<file path="src/rtl/tenbit_rd_seq.sv">
module tenbit_rd_seq #(
  parameter int CNT_W = 8
) (
  input  logic             clk,
  input  logic             rst_n,
  input  logic             go,
  input  logic [9:0]       addr,
  input  logic [CNT_W-1:0] nbytes,
  output logic             eng_cmd_valid,
  input  logic             eng_cmd_ready,
  output logic [2:0]       eng_cmd,
  output logic [7:0]       eng_cmd_data,
  output logic             eng_cmd_nack,
  input  logic             eng_rsp_valid,
  input  logic             eng_rsp_nack,
  input  logic [7:0]       eng_rsp_data,
  output logic             out_valid,
  input  logic             out_ready,
  output logic [7:0]       out_data,
  output logic             busy,
  output logic             done,
  output logic             addr_nack,
  output logic             len_err
);
  localparam logic [2:0] C_START = 3'd1, C_RSTART = 3'd2, C_STOP = 3'd3,
                         C_WRITE = 3'd4, C_READ = 3'd5;
  localparam logic [4:0] HDR = 5'b11110;

  typedef enum logic [3:0] {
    IDLE, ST, A1W, A1W_W, A2, A2_W, RS, A1R, A1R_W, RD, RD_W, OUTB, SP
  } st_t;

  st_t              state;
  logic [9:0]       adr;
  logic [CNT_W-1:0] left;
  logic [7:0]       rbuf;
  logic             abort;

  assign busy      = (state != IDLE);
  assign out_valid = (state == OUTB);
  assign out_data  = rbuf;
  assign eng_cmd_valid = (state == ST) || (state == A1W) || (state == A2) ||
                         (state == RS) || (state == A1R) || (state == RD) ||
                         (state == SP);
  assign eng_cmd_nack = (state == RD) && (left == CNT_W'(1));

  always_comb begin
    eng_cmd      = 3'd0;
    eng_cmd_data = 8'h00;
    case (state)
      ST:  eng_cmd = C_START;
      A1W: begin eng_cmd = C_WRITE; eng_cmd_data = {HDR, adr[9:8], 1'b0}; end
      A2:  begin eng_cmd = C_WRITE; eng_cmd_data = adr[7:0]; end
      RS:  eng_cmd = C_RSTART;
      A1R: begin eng_cmd = C_WRITE; eng_cmd_data = {HDR, adr[9:8], 1'b1}; end
      RD:  eng_cmd = C_READ;
      SP:  eng_cmd = C_STOP;
      default: ;
    endcase
  end

  always_ff @(posedge clk) begin
    if (!rst_n) begin
      state     <= IDLE;
      adr       <= '0;
      left      <= '0;
      rbuf      <= '0;
      abort     <= 1'b0;
      done      <= 1'b0;
      addr_nack <= 1'b0;
      len_err   <= 1'b0;
    end else begin
      done      <= 1'b0;
      addr_nack <= 1'b0;
      len_err   <= 1'b0;
      case (state)
        IDLE: if (go) begin
          if (nbytes == '0) len_err <= 1'b1;
          else begin
            adr   <= addr;
            left  <= nbytes;
            abort <= 1'b0;
            state <= ST;
          end
        end
        ST:    if (eng_cmd_ready) state <= A1W;
        A1W:   if (eng_cmd_ready) state <= A1W_W;
        A1W_W: if (eng_rsp_valid) begin
          abort <= eng_rsp_nack;
          state <= eng_rsp_nack ? SP : A2;
        end
        A2:    if (eng_cmd_ready) state <= A2_W;
        A2_W:  if (eng_rsp_valid) begin
          abort <= eng_rsp_nack;
          state <= eng_rsp_nack ? SP : RS;
        end
        RS:    if (eng_cmd_ready) state <= A1R;
        A1R:   if (eng_cmd_ready) state <= A1R_W;
        A1R_W: if (eng_rsp_valid) begin
          abort <= eng_rsp_nack;
          state <= eng_rsp_nack ? SP : RD;
        end
        RD:    if (eng_cmd_ready) state <= RD_W;
        RD_W:  if (eng_rsp_valid) begin
          rbuf  <= eng_rsp_data;
          left  <= left - CNT_W'(1);
          state <= OUTB;
        end
        OUTB:  if (out_ready) state <= (left == '0) ? SP : RD;
        SP:    if (eng_cmd_ready) begin
          done      <= ~abort;
          addr_nack <= abort;
          state     <= IDLE;
        end
        default: state <= IDLE;
      endcase
    end
  end
endmodule


</file>
<file path="config.mk">
export PLATFORM = sky130hd
export DESIGN_NAME = tenbit_rd_seq
export DESIGN_NICKNAME = d
export VERILOG_FILES = /design/src/rtl/tenbit_rd_seq.sv
export SDC_FILE = /design/constraint.sdc
export NUM_CORES = 1
export LEC_CHECK = 0
export ABC_AREA = 1
export BUFFER_PORTS_ARGS = -buffer_cell sky130_fd_sc_hd__buf_2
export CORE_MARGIN = 5
export CORE_UTILIZATION = 51
export CTS_CLUSTER_SIZE = 24
export DETAILED_ROUTE_END_ITERATION = 12
export PLACE_DENSITY = 0.85
export SYNTH_ARGS = -nofsm -noshare
export SYNTH_HDL_FRONTEND = slang
export SYNTH_SLANG_ARGS = --single-unit
</file>
<file path="constraint.sdc">
create_clock -name clk -period 1.9 [get_ports clk]
set_input_delay 0.285 -clock clk [delete_from_list [all_inputs] [get_ports clk]]
set_output_delay 0.285 -clock clk [all_outputs]
set_load 0.01 [all_outputs]
</file>
==> flow_metrics.env, run 1 <==
export IMPL_nNetsFinal=413
export IMPL_finalWirelength_um=5274
export IMPL_worst_setup_path_start_kind="flop"
export IMPL_combPwrFrac_pct=48.7
export IMPL_synth_avg_cell_area_um2=6.184
export IMPL_drtAntennaViolNets=0
export IMPL_pwr_share_clk_pct=22.2
export IMPL_leakagePower_nw=1.265
export IMPL_antenna_found_initial=0
export IMPL_fin_crit_ns=1.831
export IMPL_hold_path_startpoint="go"
export IMPL_status="completed"
export IMPL_clock_skew_ns=0.003948
export IMPL_r2r_setup_slack_ns=0.23
export IMPL_num_rows=22
export IMPL_die_width_um=71.61
export IMPL_dp_cells=414
export IMPL_drtIter0Drc=110
export IMPL_gp_congestion=0.9320
export IMPL_pre_cts_ws_ns=0.2031
export IMPL_port_buffers=58
export IMPL_cts_tree="built"
export IMPL_max_cap_violations=0
export IMPL_synth_nets=349
export IMPL_endpoint="eng_cmd_data[1]"
export IMPL_start_util_pct=52.87
export IMPL_tightest_slew_ns=0.4790
export IMPL_synth_edf_count=0
export IMPL_path_clk_slew_ns=0.07
export IMPL_crit_type="reg -> out"
export IMPL_slew_limit_headroom_pct=68.03
export IMPL_cp_arrival_ns=1.55
export IMPL_synth_most_common_cell="nand2_1"
export IMPL_cts_hold_buf=0
export IMPL_first_pass_iters=4
export IMPL_hold_viol=0
export IMPL_cp_startpoint="state[1]$_SDFFE_PN0P_"
export IMPL_synthFlopType="dfxtp_1"
export IMPL_via_count=2171
export IMPL_synth_top_area_cell="dfxtp_1"
export IMPL_crit_path_max_fanout=7
export IMPL_fmax_ghz=0.5461
export IMPL_finalWorstSetupSlack_ns=0.06877
export IMPL_seqPwrFrac_pct=29.1
export IMPL_layoutNonFillerInstCount=426
export IMPL_drc=0
export IMPL_dp_hpwl_um=3996
export IMPL_timing_rr_end="left[3]$_SDFFE_PN0P_"
export IMPL_h_tree_depth=2
export IMPL_synth_top_cells_by_area="dfxtp_1, nand2_1, nand3_1"
export IMPL_p_switching_w=0.001593
export IMPL_drive_gt1_share_pct=26.19
export IMPL_maxSlewViolCount=0
export IMPL_ios=59
export IMPL_die_h_um=71.61
export IMPL_ys_types=26
export IMPL_overflow=0
export IMPL_holdWs_ns=0.2539
export IMPL_grt_usage_pct=20.40
export IMPL_syn_to_final_growth_pct=27.60
export IMPL_total_power_w=0.003662
export IMPL_ys_warn_count=0
export IMPL_yosys_top_cells_count="nand2_1, nor2_1, dfxtp_1, nand3_1, inv_1"
export IMPL_min_path_type="in -> reg"
export IMPL_syn_cell_area_mm2=0.001936
export IMPL_top_usage_layer="met2"
export IMPL_ir_worst_vdd_uv=799.8
export IMPL_avgRoutedWirePerCell_um=12.38
export IMPL_grt_setup_unrepaired="true"
export IMPL_fin_tns_setup_ns=0
export IMPL_core_mm2=0.003661
export IMPL_grt_pass1_wl_um=8390
export IMPL_setup_worst_path_end_class="output pin"
export IMPL_synth_top_area_share_pct=35.16
export IMPL_met1_usage_pct=26.27
export IMPL_netSwitchingFraction_pct=43.51
export IMPL_num_antenna_cells=0
export IMPL_clk_path_buf_depth=2
export IMPL_ys_seq_area_share_pct=35.16
export IMPL_syn_inst=313
export IMPL_critPathRequiredTime_ns=1.62
export IMPL_pwr_density_cell_mw_per_mm2=1483
export IMPL_viasPerCell=5.096
export IMPL_use_met2_pct=32.55
export IMPL_cts_buffers=5
export IMPL_worstRegToRegCells=9
export IMPL_synthArstFlopShare_pct=0
export IMPL_timing_rr_start="state[3]$_SDFFE_PN0P_"
export IMPL_cts_sinks=34
export IMPL_dieArea_mm2=0.005127
export IMPL_ys_ff_latch=34
export IMPL_fin_crit_sh_pct=96.38
export IMPL_internal_power_w=0.002069
export IMPL_cts_root_buf="clkbuf_8"
export IMPL_finalSetupViolations=0
export IMPL_grt_pass1_vias=1913
export IMPL_grtUsageMet3_pct=7.293
export IMPL_grt_max_degree=21
export IMPL_worstSkewPairLatency_ns=0.29
==> worst min-delay path by stage <==
stage | endpoint | slack (ns) | cells after the start
after floorplan | done$_SDFF_PN0_ | 0.41 | 1
after global placement | addr_nack$_SDFF_PN0_ | 0.43 | 2
after detailed placement | done$_SDFF_PN0_ | 0.43 | 1
after CTS | out_data[4]$_SDFFE_PN0P_ | 0.25 | 3
after global routing | out_data[4]$_SDFFE_PN0P_ | 0.26 | 3
final | len_err$_SDFF_PN0_ | 0.25 | 3
==> kinds of logic (layout without fill, tap and decap cells) <==
| logic type | count (synthesis) | after routing | synth area share, % |
|---|---|---|---|
| buf+inv | 48 | 113 | 9.632 |
| xor+xnor | 3 | 3 | 1.358 |
| simple gates | 172 | 172 | 37.82 |
| flops | 34 | 34 | 35.16 |
| compound gates | 53 | 53 | 14.09 |
| fa+ha+maj | 3 | 3 | 1.939 |
==> critical path: stages, from the launching register on <==
cell and delay (ns):
dfxtp_2 0.40, inv_1 0.09, nor2_2 0.17, nand2_1 0.10, nand2_1 0.07, inv_1 0.10
o22ai_1 0.17, buf_2 0.15
==> metal layers <==
layer	share of wire [%]	vias to the layer above
li1	-	1122
met1	43	958
met2	47	82
met3	8.8	9
met4	1.1	0
met5	0	-
==> metrics by stage <==
stage,util (%),instance area [um2]
global placement,62.06,2272
finish,67.46,2470
CTS,66.13,2421
detailed placement,62.06,2272
floorplan,-,1936
global route,67.46,2470
==> power by group through the flow <==
stage | clock, W | sequential (W) | combinational, W
final | 0.000812 | 0.00107 | 0.00178
after global routing | 0.000852 | 0.00108 | 0.00203
after CTS | 0.000815 | 0.00105 | 0.00172
after detailed placement | 0 | 0.00105 | 0.00169
after global placement | 0 | 0.00105 | 0.00167
after floorplan | 0 | 0.00102 | 0.00127
==> registers in the layout, indices dropped and copies added (netlist names) <==
signal and count:
abort 1, done 1, adr 10, left 8, out_data 8, len_err 1
addr_nack 1, state 4
==> layout make-up <==
class / count / area, um2
Timing Repair Buffer: 65 / 342.8
Multi-Input combinational cell: 231 / 1089
Fill cell: 354 / 1191
Clock inverter: 3 / 68.82
Clock buffer: 5 / 68.82
Inverter: 40 / 150.1
Sequential cell: 34 / 690.7
Tap cell: 48 / 60.06
==> cell usage in the layout (no fill, tap or decap), drive strengths merged, types with 3 or more instances in the layout <==
master	n
a21oi	26
buf	65
clkbuf	5
dfxtp	34
ha	3
inv	40
nand2	87
nand3	35
nor2	42
nor3	3
o21ai	23
==> what timing repair did <==
| action | CTS | global route |
|---|---|---|
| gates resized for setup | 6 | 6 |
| pin swaps | 0 | 1 |
| setup buffers | 0 | 4 |
| setup endpoints to repair | 4 | 7 |
| hold endpoints to repair | 0 | 0 |
No activity file was read; power rests on OpenSTA's default activity.
==> run 2, diff against run 1 <==
--- a/config.mk
+++ b/config.mk
@@ -13,3 +13,4 @@
 export DETAILED_ROUTE_END_ITERATION = 12
-export PLACE_DENSITY = 0.85
+export PLACE_DENSITY_LB_ADDON = 0.2
+export SLEW_MARGIN = 20
 export SYNTH_ARGS = -nofsm -noshare
==> constraint.sdc (replaced) <==
create_clock -name clk -period 1.9 [get_ports clk]
set_input_delay 0.38 -clock clk [delete_from_list [all_inputs] [get_ports clk]]
set_output_delay 0.38 -clock clk [all_outputs]
set_load 0.01 [all_outputs]
==> run 2 against run 1 <==
  * Clock power down 38%
  * Fmax up 1.5%
  * Non-clock buffer count up 1
  * Register-to-register slack better by 0.08 ns
  * Utilization down 0.51 points
  * Via count about the same
  * Routed wire length down 3.1%
  * Clock skew up 0.00054 ns
==> flow_metrics.env, run 2 (synthesis gave the netlist of run 1 again) <==
export IMPL_path_clk_slew_ns=0.07
export IMPL_drc=0
export IMPL_total_power_w=0.003381
export IMPL_crit_path_max_fanout=9
export IMPL_start_util_pct=52.87
export IMPL_core_mm2=0.003661
export IMPL_min_path_type="in -> reg"
export IMPL_syn_to_final_growth_pct=26.63
export IMPL_worstSkewPairLatency_ns=0.29
export IMPL_grt_max_degree=21
export IMPL_cts_hold_buf=0
export IMPL_setup_worst_path_end_class="output pin"
export IMPL_final_common_cell="nand2_1"
export IMPL_path_delay_family="flip-flops"
export IMPL_clock_skew_ns=0.004486
export IMPL_h_tree_depth=2
export IMPL_grt_usage_pct=19.34
export IMPL_cts_tree="built"
export IMPL_drtIter0Drc=82
export IMPL_cp_arrival_ns=1.42
export IMPL_via_count=2170
export IMPL_finalWirelength_um=5111
export IMPL_fin_tns_setup_ns=0
export IMPL_final_cell_mix="nand2_1, buf_2, nor2_1, nand3_1, dfxtp_1"
export IMPL_num_rows=22
export IMPL_gp_congestion=0.9525
export IMPL_tightest_slew_ns=0.4624
export IMPL_ios=59
export IMPL_fin_crit_ns=1.803
export IMPL_drtAntennaViolNets=0
export IMPL_pwr_density_cell_mw_per_mm2=1379
export IMPL_slowest_stage="dfxtp_4"
export IMPL_fmax_ghz=0.5545
export IMPL_worst_path_buf_inv=3
export IMPL_antenna_found_initial=0
export IMPL_dieArea_mm2=0.005127
export IMPL_max_stage_delay_ns=0.37
export IMPL_max_cap_violations=0
export IMPL_worst_setup_path_start_kind="flop"
export IMPL_fin_crit_sh_pct=94.91
export IMPL_grt_pass1_wl_um=7879
export IMPL_port_buffers=58
export IMPL_cts_buffers=5
export IMPL_crit_type="reg -> out"
export IMPL_viasPerCell=5.094
export IMPL_num_antenna_cells=0
export IMPL_top_register="adr"
export IMPL_critPathRequiredTime_ns=1.52
export IMPL_holdWs_ns=0.3527
export IMPL_leakagePower_nw=1.258
export IMPL_fin_area_mm2=0.002451
export IMPL_first_pass_iters=4
export IMPL_ir_worst_vdd_uv=669.7
export IMPL_avgRoutedWirePerCell_um=12.00
export IMPL_crit_chain="inv_2 > nand2_1 > nor3_2 > inv_2 > o21ai_0 > buf_2"
export IMPL_die_width_um=71.61
export IMPL_nNetsFinal=414
export IMPL_overflow=0
export IMPL_largest_register_ffs=10
export IMPL_clk_path_buf_depth=2
export IMPL_die_h_um=71.61
export IMPL_cts_sinks=34
export IMPL_maxSlewViolCount=0
export IMPL_drive_gt1_share_pct=27.78
export IMPL_hold_viol=0
export IMPL_slew_limit_headroom_pct=69.14
export IMPL_dpl_instance_area_mm2=0.002287
export IMPL_status="completed"
export IMPL_critPathMostFrequentCell="inv_2"
export IMPL_grt_pass1_vias=1854
export IMPL_dp_hpwl_um=3818
export IMPL_cts_root_buf="clkbuf_8"
export IMPL_layoutNonFillerInstCount=426
export IMPL_finalSetupViolations=0
export IMPL_dp_cells=416
[run 2: cell types whose count changed in the layout (fill, tap and decap cells not counted), sizes merged]
cell	change
bufinv	-2
buf	+1
clkinv	+1
[run 2: area by class of cell]
class	count	area, um2
fillers	340	1210
multi-input cells	231	1116
flip-flops and latches	34	695.7
repair buffers	66	350.3
inverters	40	150.1
clock buffers	5	68.82
well taps	48	60.06
clock inverters	2	10.01
[run 2: stage by stage]
| stage | utilization [%] | setup slack [ns] |
|---|---|---|
| global placement | 62.47 | 0.2141 |
| floorplan | - | 0.3679 |
| detailed placement | 62.47 | 0.1589 |
| global route | 66.95 | -0.02240 |
| finish | 66.95 | 0.09672 |
| CTS | 65.11 | 0.02626 |
[run 2: worst min-delay path: cells and delay by family]
kind / cells / cell delay [ns]
buffers and inverters: 2 / 0.17
AND/OR/NAND/NOR: 1 / 0.05
[run 2: routing by layer]
layer | vias up | GRT usage (%) | share of wire, %
li1 | 1127 | - | -
met1 | 946 | 24.18 | 42
met2 | 86 | 30.20 | 47
met3 | 11 | 7.854 | 9.5
met4 | 0 | 6.472 | 1.6
met5 | - | 0 | 0
[run 2: power by group]
| group | switching, W | internal [W] | total (W) |
|---|---|---|---|
| registers | 0.000174 | 0.000903 | 0.00108 |
| clock network | 0.000257 | 0.000245 | 0.000502 |
| logic | 0.00115 | 0.000654 | 0.00180 |
| total | 0.00158 | 0.00180 | 0.00338 |
[run 2: worst paths after layout]
kind	from	endpoint	slack, ns	cells after the start
max	state[1]$_SDFFE_PN0P_	eng_cmd_data[4]	0.1	6
min	go	len_err$_SDFF_PN0_	0.35	3
max reg2reg	state[0]$_SDFFE_PN0P_	left[5]$_SDFFE_PN0P_	0.31	9
min reg2reg	abort$_SDFFE_PN0P_	done$_SDFF_PN0_	0.44	1
[run 2: timing repair]
action | in CTS | in global routing
buffers inserted | 0 | 3
hold endpoints to repair | 0 | 0
pin swaps | 0 | 1
gates cloned | 0 | 0
resized for setup | 9 | 16
endpoints found under the setup margin | 9 | 10
==> run 3, diff against run 2 <==
MAX_ROUTING_LAYER = met4   (was unset)
==> run 3 against run 2 <==
  * Combinational power barely moved
  * Fmax grew 0.48%
  * Worst setup slack gained 0.0085 ns
  * Clock skew is essentially flat
  * Register-to-register slack got worse by 0.05 ns
  * Critical endpoint is now eng_cmd_data[2]
  * Largest cell class unchanged
  * Largest power group unchanged
  * Highest routed layer unchanged
==> flow_metrics.env, run 3 (synthesis gave the netlist of run 1 again) <==
export IMPL_pwr_share_clk_pct=22.5
export IMPL_grt_max_degree=21
export IMPL_critPathRequiredTime_ns=1.52
export IMPL_crit_path_max_fanout=7
export IMPL_wl_met1_um=2365
export IMPL_num_rows=22
export IMPL_h_tree_depth=2
export IMPL_cp_arrival_ns=1.41
export IMPL_min_to="out_data[2]$_SDFFE_PN0P_"
export IMPL_drive_gt1_share_pct=28.12
export IMPL_crit_chain="inv_2 > nor2_4 > nand2_2 > nand2_1 > inv_2 > o22ai_1 > buf_2"
export IMPL_grt_pass1_wl_um=8907
export IMPL_timing_rr_end="left[2]$_SDFFE_PN0P_"
export IMPL_seqPwrFrac_pct=29.0
export IMPL_pwr_density_cell_mw_per_mm2=1485
export IMPL_slowest_stage="dfxtp_4"
export IMPL_drtIter0Drc=153
export IMPL_die_width_um=71.61
export IMPL_clk_path_buf_depth=2
export IMPL_clock_skew_ns=0.004311
export IMPL_cts_tree="built"
export IMPL_first_pass_iters=4
export IMPL_p_switching_w=0.001616
export IMPL_avgRoutedWirePerCell_um=12.56
export IMPL_worstHoldPathCells=3
export IMPL_dp_hpwl_um=4005
export IMPL_maxSlewViolCount=0
export IMPL_nNetsFinal=412
export IMPL_drc=0
export IMPL_timing_rr_start="state[3]$_SDFFE_PN0P_"
export IMPL_worstSkewPairLatency_ns=0.29
export IMPL_routed_wl_met3_um=380
export IMPL_largest_register_ffs=10
export IMPL_final_cell_mix="nand2_1, buf_2, nor2_1, nand3_1, dfxtp_1"
export IMPL_antenna_found_initial=0
export IMPL_overflow=0
export IMPL_status="completed"
export IMPL_via_count=2217
export IMPL_internal_power_w=0.002102
export IMPL_finalSetupViolations=0
export IMPL_final_common_cell="nand2_1"
export IMPL_critPathMostFrequentCell="inv_2"
export IMPL_viasPerCell=5.216
export IMPL_worstRegToRegCells=9
export IMPL_dieArea_mm2=0.005127
export IMPL_fmax_ghz=0.5572
export IMPL_combPwrFrac_pct=48.5
export IMPL_path_delay_family="flip-flops"
export IMPL_tightest_slew_ns=0.4625
export IMPL_num_antenna_cells=0
export IMPL_min_path_type="in -> reg"
export IMPL_netSwitchingFraction_pct=43.46
export IMPL_worst_path_buf_inv=3
export IMPL_syn_to_final_growth_pct=29.35
export IMPL_fin_crit_sh_pct=94.46
export IMPL_leakagePower_nw=1.268
export IMPL_cts_sinks=34
export IMPL_top_register="adr"
export IMPL_gp_congestion=0.9614
export IMPL_hold_viol=0
export IMPL_fin_tns_setup_ns=0
export IMPL_finalWirelength_um=5339
export IMPL_crit_type="reg -> out"
export IMPL_drtAntennaViolNets=0
export IMPL_ios=59
export IMPL_grt_pass1_vias=2096
export IMPL_slew_limit_headroom_pct=69.13
export IMPL_wl_met2_um=2493
export IMPL_path_clk_slew_ns=0.07
export IMPL_setup_worst_path_end_class="output pin"
export IMPL_cts_root_buf="clkbuf_8"
export IMPL_total_power_w=0.003718
export IMPL_final_util_pct=68.39
export IMPL_max_cap_violations=0
export IMPL_port_buffers=58
export IMPL_worst_setup_path_start_kind="flop"
export IMPL_hold_path_startpoint="eng_rsp_data[2]"
export IMPL_cts_buffers=5
export IMPL_core_mm2=0.003661
export IMPL_die_h_um=71.61
export IMPL_ir_worst_vdd_uv=759.7
export IMPL_fillers=324
export IMPL_topRoutingLayerUsed="met4"
export IMPL_cts_hold_buf=0
export IMPL_r2r_setup_slack_ns=0.26
export IMPL_max_stage_delay_ns=0.40
export IMPL_fin_crit_ns=1.795
export IMPL_grt_usage_pct=22.14
export IMPL_start_util_pct=52.87
## run 3: cell count changes in the layout (fill, tap and decap cells not counted), moves of 2 or more
cell and change:
o21ai_1 -2, clkinv_2 -2, o21ai_0 +2, buf_4 -2
nand2_2 +2, bufinv_16 +2
## run 3: stage by stage
step                      hold slack, ns  instance area [um2]  cells  setup WS [ns]
final                             0.3529                 2504    425         0.1053
after global routing              0.3525                 2504    425       -0.03682
after CTS                         0.3459                 2450    424       0.004128
after detailed placement          0.4398                 2287    416         0.1515
after global placement            0.4314                 2287    416         0.2190
after floorplan                   0.4136                 1936    313         0.3679
## run 3: final cells by class
cell class | count | area (um2) | share of cell area (%)
Clock inverter | 2 | 60.06 | 2.399
Multi-Input combinational cell | 231 | 1120 | 44.73
Timing Repair Buffer | 64 | 335.3 | 13.39
Sequential cell | 34 | 695.7 | 27.79
Tap cell | 48 | 60.06 | 2.399
Clock buffer | 6 | 82.58 | 3.298
Inverter | 40 | 150.1 | 5.997
## run 3: how the worst max path moves through the flow
| stage | from | endpoint | cells past startpoint |
|---|---|---|---|
| global route | state[1]$_SDFFE_PN0P_ | eng_cmd_data[5] | 6 |
| finish | state[2]$_SDFFE_PN0P_ | eng_cmd_data[2] | 7 |
| detailed placement | state[2]$_SDFFE_PN0P_ | eng_cmd_data[1] | 7 |
| CTS | state[1]$_SDFFE_PN0P_ | eng_cmd_data[1] | 7 |
| floorplan | state[2]$_SDFFE_PN0P_ | eng_cmd_data[1] | 6 |
| global placement | state[0]$_SDFFE_PN0P_ | eng_cmd_nack | 5 |
## run 3: timing repair
item	in CTS	in global routing
setup buffers	0	1
endpoints found under the setup margin	8	10
gates cloned	0	0
pin swaps	0	1
gates resized for setup	10	14
## run 3: worst min-delay path, stage by stage
cell	delay (ns)
buf_2	0.10
nand3_1	0.07
a21oi_1	0.06
## run 3: per-layer routing
layer | track usage [%] | vias up
li1 | - | 1127
met4 | 6.681 | 0
met5 | - | -
met1 | 27.13 | 981
met2 | 35.20 | 94
met3 | 6.452 | 15
## run 3: power by group through the flow
| stage | clock network (W) | logic [W] | registers (W) |
|---|---|---|---|
| final | 0.000836 | 0.00180 | 0.00108 |
| after global routing | 0.000883 | 0.00203 | 0.00110 |
| after CTS | 0.000846 | 0.00172 | 0.00105 |
| after detailed placement | 0 | 0.00170 | 0.00105 |
| after global placement | 0 | 0.00168 | 0.00104 |
| after floorplan | 0 | 0.00127 | 0.00102 |
